<file path="src/rtl/uftc_pkg.sv">
package uftc_pkg;

  typedef struct packed {
    logic rxClr;
    logic txClr;
    logic rxPush;
    logic rxPop;
    logic txPush;
    logic txPop;
  } strobeT;

  // receive threshold in stored characters
  function automatic int unsigned rxTrigLvl(input logic [1:0] sel);
    case (sel)
      2'b00:   return 8;
      2'b01:   return 16;
      2'b10:   return 56;
      default: return 60;
    endcase
  endfunction

  // transmit threshold in free spaces
  function automatic int unsigned txTrigLvl(input logic [1:0] sel);
    case (sel)
      2'b00:   return 8;
      2'b01:   return 16;
      2'b10:   return 32;
      default: return 56;
    endcase
  endfunction

endpackage

</file>
<file path="src/rtl/uftcFifo.sv">
module uftcFifo #(
  parameter int DEPTH = 64,
  parameter int WIDTH = 8,
  localparam int AW = $clog2(DEPTH),
  localparam int CW = $clog2(DEPTH + 1)
) (
  input  logic             clk,
  input  logic             rstN,
  input  logic             clr,
  input  logic             push,
  input  logic             pop,
  input  logic [WIDTH-1:0] wrData,
  output logic [WIDTH-1:0] rdData,
  output logic [CW-1:0]    level,
  output logic             overrun
);
  logic [WIDTH-1:0] mem [DEPTH];
  logic [AW-1:0] wrPtr, rdPtr;
  logic full, empty, doPush, doPop;

  assign full   = (level == CW'(DEPTH));
  assign empty  = (level == '0);
  assign doPush = push && !full;
  assign doPop  = pop && !empty;
  assign rdData = empty ? '0 : mem[rdPtr];

  function automatic logic [AW-1:0] nextPtr(input logic [AW-1:0] p);
    return (p == AW'(DEPTH - 1)) ? '0 : p + AW'(1);
  endfunction

  always_ff @(posedge clk or negedge rstN) begin
    if (!rstN) begin
      wrPtr   <= '0;
      rdPtr   <= '0;
      level   <= '0;
      overrun <= 1'b0;
    end else if (clr) begin
      wrPtr   <= '0;
      rdPtr   <= '0;
      level   <= '0;
      overrun <= 1'b0;
    end else begin
      if (doPush) wrPtr <= nextPtr(wrPtr);
      if (doPop)  rdPtr <= nextPtr(rdPtr);
      if (push && full) overrun <= 1'b1;
      level <= level + CW'(doPush) - CW'(doPop);
    end
  end

  always_ff @(posedge clk) begin
    if (!clr && doPush) mem[wrPtr] <= wrData;
  end
endmodule

</file>
<file path="src/rtl/uftcData.sv">
module uftcData
  import uftc_pkg::*;
#(
  parameter int DEPTH = 64,
  parameter int WIDTH = 8,
  localparam int CW = $clog2(DEPTH + 1)
) (
  input  logic             clk,
  input  logic             rstN,
  input  strobeT           stb,
  input  logic [WIDTH-1:0] txWrData,
  input  logic [WIDTH-1:0] rxWrData,
  output logic [WIDTH-1:0] txRdData,
  output logic [WIDTH-1:0] rxRdData,
  output logic [CW-1:0]    txLevel,
  output logic [CW-1:0]    rxLevel,
  output logic             txOverrun,
  output logic             rxOverrun
);
  uftcFifo #(.DEPTH(DEPTH), .WIDTH(WIDTH)) txQ (
    .clk(clk), .rstN(rstN), .clr(stb.txClr), .push(stb.txPush), .pop(stb.txPop),
    .wrData(txWrData), .rdData(txRdData), .level(txLevel), .overrun(txOverrun)
  );

  uftcFifo #(.DEPTH(DEPTH), .WIDTH(WIDTH)) rxQ (
    .clk(clk), .rstN(rstN), .clr(stb.rxClr), .push(stb.rxPush), .pop(stb.rxPop),
    .wrData(rxWrData), .rdData(rxRdData), .level(rxLevel), .overrun(rxOverrun)
  );
endmodule

</file>
<file path="src/rtl/uftcCtrl.sv">
module uftcCtrl
  import uftc_pkg::*;
#(
  parameter int DEPTH = 64,
  localparam int CW = $clog2(DEPTH + 1)
) (
  input  logic          clk,
  input  logic          rstN,
  input  logic          ctlWrEn,
  input  logic [7:0]    ctlWrData,
  input  logic          txEnhEn,
  input  logic          txWrEn,
  input  logic          txRdEn,
  input  logic          rxWrEn,
  input  logic          rxRdEn,
  input  logic          rxTimeout,
  input  logic          isrRead,
  input  logic [CW-1:0] txLevel,
  input  logic [CW-1:0] rxLevel,
  output strobeT        stb,
  output logic [7:0]    ctlRdData,
  output logic          rxIrq,
  output logic          txIrq,
  output logic          fifoEn,
  output logic          dmaMode
);
  logic [1:0] rxSel, txSel;
  logic toPend, filledPast;
  logic [CW-1:0] prevTxLevel, rxTrig, txTrig, txThr;
  logic below, riseEvt, emptyEvt;

  // control register; clear bits are never stored, so they read as 0
  always_ff @(posedge clk or negedge rstN) begin
    if (!rstN) begin
      fifoEn  <= 1'b0;
      dmaMode <= 1'b0;
      txSel   <= 2'b00;
      rxSel   <= 2'b00;
    end else if (ctlWrEn) begin
      fifoEn  <= ctlWrData[0];
      dmaMode <= ctlWrData[3];
      txSel   <= ctlWrData[5:4];
      rxSel   <= ctlWrData[7:6];
    end
  end

  assign ctlRdData = {rxSel, txSel, dmaMode, 2'b00, fifoEn};

  always_comb begin
    stb.rxClr  = ctlWrEn && ctlWrData[0] && ctlWrData[1];
    stb.txClr  = ctlWrEn && ctlWrData[0] && ctlWrData[2];
    stb.rxPush = fifoEn && rxWrEn;
    stb.rxPop  = fifoEn && rxRdEn;
    stb.txPush = fifoEn && txWrEn;
    stb.txPop  = fifoEn && txRdEn;
  end

  // receive request
  assign rxTrig = CW'(rxTrigLvl(rxSel));
  assign rxIrq  = (rxLevel >= rxTrig) || toPend;

  always_ff @(posedge clk or negedge rstN) begin
    if (!rstN)               toPend <= 1'b0;
    else if (stb.rxClr)      toPend <= 1'b0;
    else if (rxTimeout)      toPend <= 1'b1;
    else if (rxRdEn)         toPend <= 1'b0;
  end

  // transmit request: edge tracker on the level
  assign txTrig   = txEnhEn ? CW'(txTrigLvl(txSel)) : CW'(8);
  assign txThr    = CW'(DEPTH) - txTrig;
  assign below    = txLevel < txThr;
  assign riseEvt  = filledPast && below;
  assign emptyEvt = !filledPast && (txLevel == '0) && (prevTxLevel != '0);

  always_ff @(posedge clk or negedge rstN) begin
    if (!rstN) begin
      prevTxLevel <= '0;
      filledPast  <= 1'b0;
      txIrq       <= 1'b0;
    end else if (stb.txClr) begin
      prevTxLevel <= '0;
      filledPast  <= 1'b0;
      txIrq       <= 1'b0;
    end else begin
      prevTxLevel <= txLevel;
      if (!below)       filledPast <= 1'b1;
      else if (riseEvt) filledPast <= 1'b0;
      if (riseEvt || emptyEvt)   txIrq <= 1'b1;
      else if (txWrEn || isrRead) txIrq <= 1'b0;
    end
  end
endmodule

</file>
<file path="src/rtl/fifoTrigCtrl.sv">
module fifoTrigCtrl
  import uftc_pkg::*;
#(
  parameter int DEPTH = 64,
  parameter int WIDTH = 8,
  localparam int CW = $clog2(DEPTH + 1)
) (
  input  logic             clk,
  input  logic             rstN,
  input  logic             ctlWrEn,
  input  logic [7:0]       ctlWrData,
  output logic [7:0]       ctlRdData,
  input  logic             txEnhEn,
  input  logic             txWrEn,
  input  logic [WIDTH-1:0] txWrData,
  input  logic             txRdEn,
  output logic [WIDTH-1:0] txRdData,
  input  logic             rxWrEn,
  input  logic [WIDTH-1:0] rxWrData,
  input  logic             rxRdEn,
  output logic [WIDTH-1:0] rxRdData,
  input  logic             rxTimeout,
  input  logic             isrRead,
  output logic [CW-1:0]    txLevel,
  output logic [CW-1:0]    rxLevel,
  output logic             txOverrun,
  output logic             rxOverrun,
  output logic             rxIrq,
  output logic             txIrq,
  output logic             fifoEn,
  output logic             dmaMode
);
  strobeT stb;

  uftcCtrl #(.DEPTH(DEPTH)) ctrl (
    .clk(clk), .rstN(rstN), .ctlWrEn(ctlWrEn), .ctlWrData(ctlWrData),
    .txEnhEn(txEnhEn), .txWrEn(txWrEn), .txRdEn(txRdEn), .rxWrEn(rxWrEn),
    .rxRdEn(rxRdEn), .rxTimeout(rxTimeout), .isrRead(isrRead),
    .txLevel(txLevel), .rxLevel(rxLevel), .stb(stb), .ctlRdData(ctlRdData),
    .rxIrq(rxIrq), .txIrq(txIrq), .fifoEn(fifoEn), .dmaMode(dmaMode)
  );

  uftcData #(.DEPTH(DEPTH), .WIDTH(WIDTH)) data (
    .clk(clk), .rstN(rstN), .stb(stb), .txWrData(txWrData), .rxWrData(rxWrData),
    .txRdData(txRdData), .rxRdData(rxRdData), .txLevel(txLevel), .rxLevel(rxLevel),
    .txOverrun(txOverrun), .rxOverrun(rxOverrun)
  );
endmodule

</file>
<file path="config.mk">
export PLATFORM = sky130hd
export DESIGN_NAME = fifoTrigCtrl
export DESIGN_NICKNAME = d
export VERILOG_FILES = /design/src/rtl/uftc_pkg.sv /design/src/rtl/uftcFifo.sv /design/src/rtl/uftcData.sv /design/src/rtl/uftcCtrl.sv /design/src/rtl/fifoTrigCtrl.sv
export SDC_FILE = /design/constraint.sdc
export NUM_CORES = 1
export LEC_CHECK = 0
export BUFFER_PORTS_ARGS = -buffer_cell sky130_fd_sc_hd__buf_2
export CAP_MARGIN = 0
export CELL_PAD_IN_SITES_DETAIL_PLACEMENT = 1
export CELL_PAD_IN_SITES_GLOBAL_PLACEMENT = 1
export CORE_MARGIN = 2
export CORE_UTILIZATION = 50
export DETAILED_ROUTE_END_ITERATION = 12
export PLACE_DENSITY = 0.86
export SLEW_MARGIN = 20
export SYNTH_ARGS = -nofsm -noshare
export SYNTH_HDL_FRONTEND = slang
export SYNTH_SLANG_ARGS = --single-unit
export TNS_END_PERCENT = 20
</file>
<file path="constraint.sdc">
create_clock -name clk -period 3.3 [get_ports clk]
set_clock_uncertainty 0.2 [all_clocks]
set_input_delay 0.33 -clock clk [delete_from_list [all_inputs] [get_ports clk]]
set_output_delay 0.33 -clock clk [all_outputs]
set_load 0.01 [all_outputs]
</file>
# After elaboration in Yosys (flattened, before gate mapping)
# Memory sizes are Yosys's and may differ from the RTL's.
# Cells that the tools add are included.
word_totals:
  register_bits: 56
  mem_bits_rw: 1024
  input_bits: 34
  out_inout_bits: 44
  wordCells: 118
  memories: 2
memory_table:
  columns: ["memory", "words", "width", "read_ports", "rd_clocked_by_memory_dff", "write_ports", "line", "rtl"]
  rows:
  - ["data.rxQ.mem", 64, 8, 1, 0, 1, "uftcFifo.sv:17", "logic [WIDTH-1:0] mem [DEPTH];"]
  - ["data.txQ.mem", 64, 8, 1, 0, 1, "uftcFifo.sv:17", null]
classes:
  add_sub_neg: 9
  order_cmp: 2
  n_eq_ne: 11
  n_mux: 37
  n_reduce_logical: 41
op_table:
  columns: ["op", "n"]
  rows:
  - ["2-to-1 mux 6 bit", 13]
  - ["case mux 6 bit (3 select lines)", 2]
  - ["adder 6 x 1 -> 6 bit, second input constant", 4]
  - ["== test 6 bit, second input constant", 4]
  - ["2-to-1 mux 7 bit", 3]
  - ["logical AND 1 bit", 18]
  - ["2-to-1 mux 1 bit", 17]
  - ["2-to-1 mux 8 bit", 2]
  - ["adder 7 x 1 -> 7 bit", 2]
  - ["== test 7 bit, second input constant", 2]
  - ["zero test 7 bit", 2]
  - ["subtractor 7 x 1 -> 7 bit", 2]
  - ["nonzero test 2 bit", 6]
  - [">= comparator 7 x 6 -> 1 bit", 1]
  - ["zero test 1 bit", 7]
  - ["less-than comparator 7 bit", 1]
  - ["nonzero test 7 bit", 1]
  - ["subtractor 7 bit, first input constant", 1]
  - ["nonzero test 3 bit", 2]
  - ["== test 2 x 1 -> 1 bit, second input constant", 2]
  - ["== test 2 bit, second input constant", 2]
  - ["zero test 2 bit", 2]
  - ["logical OR 1 bit", 3]
  - ["inequality test 3 x 2 -> 1 bit, second input constant", 1]

# Longest topological paths before layout
depth:
  depth_word: 9
  ltp_mapped: 17
  depth_no_buf: 17

# Hierarchy
# Synthesis repeated with hierarchy kept, for this count alone.
unflattened:
  hier_cells: 2215
  hier_area_um2: 43166.4
by_module_without_submodules:
  columns: ["module", "n_inst", "cells_each", "area_each_um2", "seq_area_each_um2"]
  rows:
  - ["uftcFifo (data.rxQ)", 1, 1054, 21120.3, 15875.2]
  - ["uftcFifo (data.txQ)", 1, 1064, 21111.5, 15875.2]
  - ["uftcCtrl", 1, 97, 934.6, 400.4]

# Worst setup path after synthesis
# Ideal clock, no wire load.
synth_timing:
  path_kind: "register to register"
  from: "reg data.txQ.level[3]"
  to: "reg data.txQ.level[6]"
  setup_time_ns: 0.136
  arrival_ns: 3.177
  required_time_ns: 2.964
  setup_slack_ns: -0.213
  path_stages_with_launch: 18
  path_buffers: 0
  period_less_slack_ns: 3.513
  cell_sequence: "dfrtp_1 inv_1 ha_1 nor4bb_1 nand2b_1 nand3_1 inv_1 ha_1 inv_1 ha_1 inv_1 fa_1 nand2b_1 a21oi_1 o21ai_0 a21oi_1 or3_1 a21oi_1"
synth_between:
  elab_chain_cells: 6
  elab_cells_between_ends: 9
  cone_classes: "2 x add/sub; 1 x eq/ne; 1 x mux; 5 x reduce/logical"
synth_rtl:
  columns: ["element", "line", "rtl"]
  rows:
  - ["start: declaration", "uftcFifo.sv:14", "output logic [CW-1:0] level,"]
  - ["start signal: assignment", "uftcFifo.sv:46", "level <= level + CW'(doPush) - CW'(doPop);"]
  - ["== test 7 bit", "uftcFifo.sv:21", "assign full = (level == CW'(DEPTH));"]
  - ["zero test 1 bit", "uftcFifo.sv:23", "assign doPush = push && !full;"]
  - ["logical AND 1 bit", "uftcFifo.sv:23", null]
  - ["adder 7 x 1 -> 7 bit", "uftcFifo.sv:46", null]
  - ["subtractor 7 x 1 -> 7 bit *", "uftcFifo.sv:46", null]
  - ["2-to-1 mux 7 bit *", "uftcFifo.sv:37", "end else if (clr) begin"]
# Mark *: on every way between the ends. The rest lies on a longest branch, timed or not.
# A chain may end at the register's enable or synchronous reset.

# Worst setup path after layout
layout_timing:
  from: "reg data.txQ.rdPtr[0]"
  to: "out txRdData[2]"
layout_between:
  elab_chain_cells: 2
layout_rtl:
  columns: ["element", "line", "rtl"]
  rows:
  - ["start: declaration", "uftcFifo.sv:18", "logic [AW-1:0] wrPtr, rdPtr;"]
  - ["start signal: assignment", "uftcFifo.sv:44", "if (doPop) rdPtr <= nextPtr(rdPtr);"]
  - ["memory read (64 x 8 bit)", null, null]
  - ["2-to-1 mux 8 bit", "uftcFifo.sv:25", "assign rdData = empty ? '0 : mem[rdPtr];"]
  - ["end: declaration", "fifoTrigCtrl.sv:17", "output logic [WIDTH-1:0] txRdData,"]
# Every way passes these cells.

==> flow_summary.yaml <==
worst_setup_path:
  cp.required_ns: 2.77
  cp.buffers_inverters: 3
  worstPathCellList: "buf_12, buf_16, mux4_2, mux4_2, a22oi_2, o21ai_2, buf_2"
  critPathArrivalTime_ns: 3.31
  cp_common_cell: "mux4_2"
  critPathLaunchType: "flip-flop"
  cp_top_family: "multiplexers"
  cp_slowest_cell: "mux4_2"
  path_max_fanout: 8
  setup.worst_path.class: "flip-flop to output pin"
  max_stage_delay_ns: 0.55
  endpoint_kind: "output pin"
floorplanning:
  num_io_pins: 78
  core_um2: 85010
  die_y_um: 296.7
  dieWidth_um: 296.7
  start_util: 0.5037
  die-area_um2: 88010
  placement_rows: 107
worst_hold_path:
  hp-class: "input pin to flip-flop"
drt:
  drc: 0
  vias: 24520
  ant_nets: 0
  dr.pass1.iters: 6
  drtIter0Drc: 3104
  avgViaCountPerCell: 6.555
  routedWlPerCell_um: 35.50
  wl_um: 132800
global_route:
  grt_pass1_wl_um: 184800
  grt_pass1_vias: 25860
  antenna_found_initial: 1
  grt_max_degree: 65
  grt_usage: 0.2953
  grt-ovfl-total: 0
synthesis:
  synth_top_area_frac: 0.7180
  netlist_top_cells_area: "edfxtp_1 (72%), mux4_2 (15%), dfrtp_1 (3.3%)"
  syn_avg_cell_area_um2: 20.18
  yosys_register_bits: 1080
  synth_top_area_cell: "edfxtp_1"
  yosysWarnings: 0
  syn_inst: 2122
  yosysSeqAreaShare: 0.7508
  ys.flop_type: "edfxtp_1"
  netlist_area_um2: 42820
  synth_edf_count: 1024
  synth.distinct_cells: 52
  postSynth.asyncResetShare: 0.05185
clocking:
  tritoncts: "built"
  worstSkewPairLatency_ns: 0.69
  clockBufferDepth: 3
  htreeDepth: 3
  cts_sinks: 1080
  cts_root_buffer: "clkbuf_16"
  cts_buffers: 103
  clk_pin_slew_ns: 0.07
timing:
  relSlewSlack: 0.3508
  fmax_mhz: 260.4
  tightest_slew_ns: 0.9738
  maxSlewViolCount: 0
  rsz0062_at_grt: "yes"
  worst_slack_ns: -0.5404
  timing.final.crit_share: 1.164
  hold_violations: 0
  fin_setup_tns_ns: -8.268
  layout_min_cycle_time_ns: 3.840
  finalSetupViolCount: 41
pwr:
  finalPower_mw: 38.45
  vdd.ir_drop.worst_mv: 0.5906
  p_leak_nw: 16.81
  p_per_area_nw_per_um2: 750.7
layout:
  syn_to_final_growth_pct: 19.61
  diodes: 0
  drive_above_1_share: 0.3648
  layout.nets: 2580
status:
  failed_checks: "negative setup slack"
  status: "finished with violations"
placed_design:
  dpl.hpwl_um: 70320
  gp_congestion: 0.8408
  portBuffers: 75
run:
  drv_cap: 0
[power by group]
group	switching, mW	leakage [nW]	internal (mW)
clock network	5.44	1.65	6.66
registers	0.450	9.90	15.3
logic	5.67	5.26	4.92
[stage by stage]
step	utilization	cell area (um2)	std cells	hold WS, ns	setup WS, ns
2_1_floorplan	-	42860	2123	-0.1656	-0.008543
3_3_place_gp	0.5422	46100	3464	0.2821	0.03775
3_5_place_dp	0.5422	46100	3464	0.2925	-0.1929
4_1_cts	0.5951	50590	3709	0.03247	-0.4148
5_1_grt	0.6025	51220	3740	0.02572	-0.5528
6_report	0.6025	51220	3740	0.01181	-0.5404
[worst register-to-register path: stages, from the launching register on]
cell and delay (ns):
dfrtp_1 0.43, inv_2 0.09, ha_2 0.21, and4b_1 0.23, or2_2 0.32, inv_2 0.08
ha_1 0.24, inv_1 0.08, ha_1 0.16, inv_1 0.06, fa_2 0.38, nand2b_1 0.17
a21oi_2 0.17, o21ai_0 0.15, a21oi_2 0.21, or3_1 0.15, a21oi_1 0.07
[layout by cell type (no fill, tap or decap), types with 26 or more instances in the layout]
cell type / n
nor2b_1: 27
mux4_2: 292
buf_2: 60
edfxtp_1: 1024
nand2_1: 72
clkinv_2: 27
a21oi_1: 26
buf_4: 271
clkbuf_16: 105
ha_1: 28
nor2_1: 179
dfrtp_1: 50
[path summary, 6_finish.rpt]
| check | startpoint | to | slack, ns | cells after the start |
|---|---|---|---|---|
| min in group asynchronous | rstN | data.txQ.level[3] | 0.20 | 3 |
| worst max register to register | data.rxQ.level[2] | data.rxQ.level[6] | -0.21 | 16 |
| worst min-delay path | txWrData[7] | data.txQ.mem[22][7] | 0.01 | 1 |
| max in group asynchronous | rstN | data.rxQ.rdPtr[0] | 2.03 | 3 |
| worst min register to register | ctrl.txIrq | ctrl.txIrq | 0.38 | 2 |
| worst max-delay path | data.txQ.rdPtr[0] | txRdData[2] | -0.54 | 7 |
[timing repair]
item                                   in CTS  in global routing
setup endpoints to repair                  19                 72
endpoints found under the hold margin      68                  0
hold buffers                               22                  0
cloned                                      8                  2
gates resized for setup                   106                 71
pin swaps                                  20                 33
setup buffers                              26                 31
[logic make-up (layout without fill, tap and decap cells)]
group | Yosys count | count (layout) | synth area share
compound gates | 161 | 161 | 0.02340
xor+xnor | 14 | 14 | 0.002863
fa+ha+maj | 34 | 34 | 0.01028
buf+inv | 153 | 626 | 0.01662
flops | 1080 | 1080 | 0.7508
mux | 302 | 302 | 0.1560
other cells | 1 | 2 | 0.00008757
simple gates | 377 | 377 | 0.03994
[metal layers]
metal  share of wire  wire [um]  GRT usage  vias up
li1                -          -          -     9429
met1            0.33      43290     0.3454    12810
met2            0.53      70170     0.5223     1782
met3           0.086      11380    0.05170      489
met4           0.060       7918     0.1562        2
met5        0.000098         13          0        -
[final cells by class]
class,count,area (um2)
Clock buffer,124,2706
Tap cell,1144,1431
Fill cell,7149,33790
Inverter,34,132.6
Clock inverter,65,629.4
Timing Repair Buffer,403,3581
Multi-Input combinational cell,890,10570
Sequential cell,1080,32170
[synthesized netlist by cell type, types with 4 or more instances]
| library cell | count |
|---|---|
| or3_1 | 8 |
| clkbuf_1 | 54 |
| a32oi_1 | 7 |
| a22oi_1 | 18 |
| buf_1 | 21 |
| or2_2 | 4 |
| a21oi_1 | 43 |
| o22ai_1 | 6 |
| nor3_1 | 26 |
| o21ai_0 | 26 |
| edfxtp_1 | 1024 |
| buf_4 | 13 |
| dfrtp_1 | 56 |
| buf_2 | 23 |
| xnor2_1 | 6 |
| mux2_2 | 5 |
| nand3_1 | 18 |
| ha_1 | 32 |
| xor2_1 | 8 |
| mux2i_1 | 5 |
| inv_1 | 32 |
| mux4_2 | 292 |
| a211oi_1 | 18 |
| nand2b_1 | 5 |
| nand2_1 | 73 |
| nor2_1 | 179 |
| o21ai_1 | 13 |
| nor2b_1 | 30 |
| and3_1 | 5 |
| nand3b_1 | 8 |
| a311oi_1 | 7 |
| a31oi_1 | 12 |
| buf_6 | 8 |
[flip-flops by register name, summed over array words and instances (netlist names), 2 cells and up]
| name | count |
|---|---|
| data.rxQ.mem | 512 |
| data.txQ.mem | 512 |
| ctrl.prevTxLevel | 7 |
| data.rxQ.level | 7 |
| data.txQ.level | 7 |
| data.rxQ.rdPtr | 6 |
| data.rxQ.wrPtr | 6 |
| data.txQ.rdPtr | 6 |
| data.txQ.wrPtr | 6 |
| ctrl.rxSel | 2 |
| ctrl.txSel | 2 |
(Power assumes the default switching activity.)
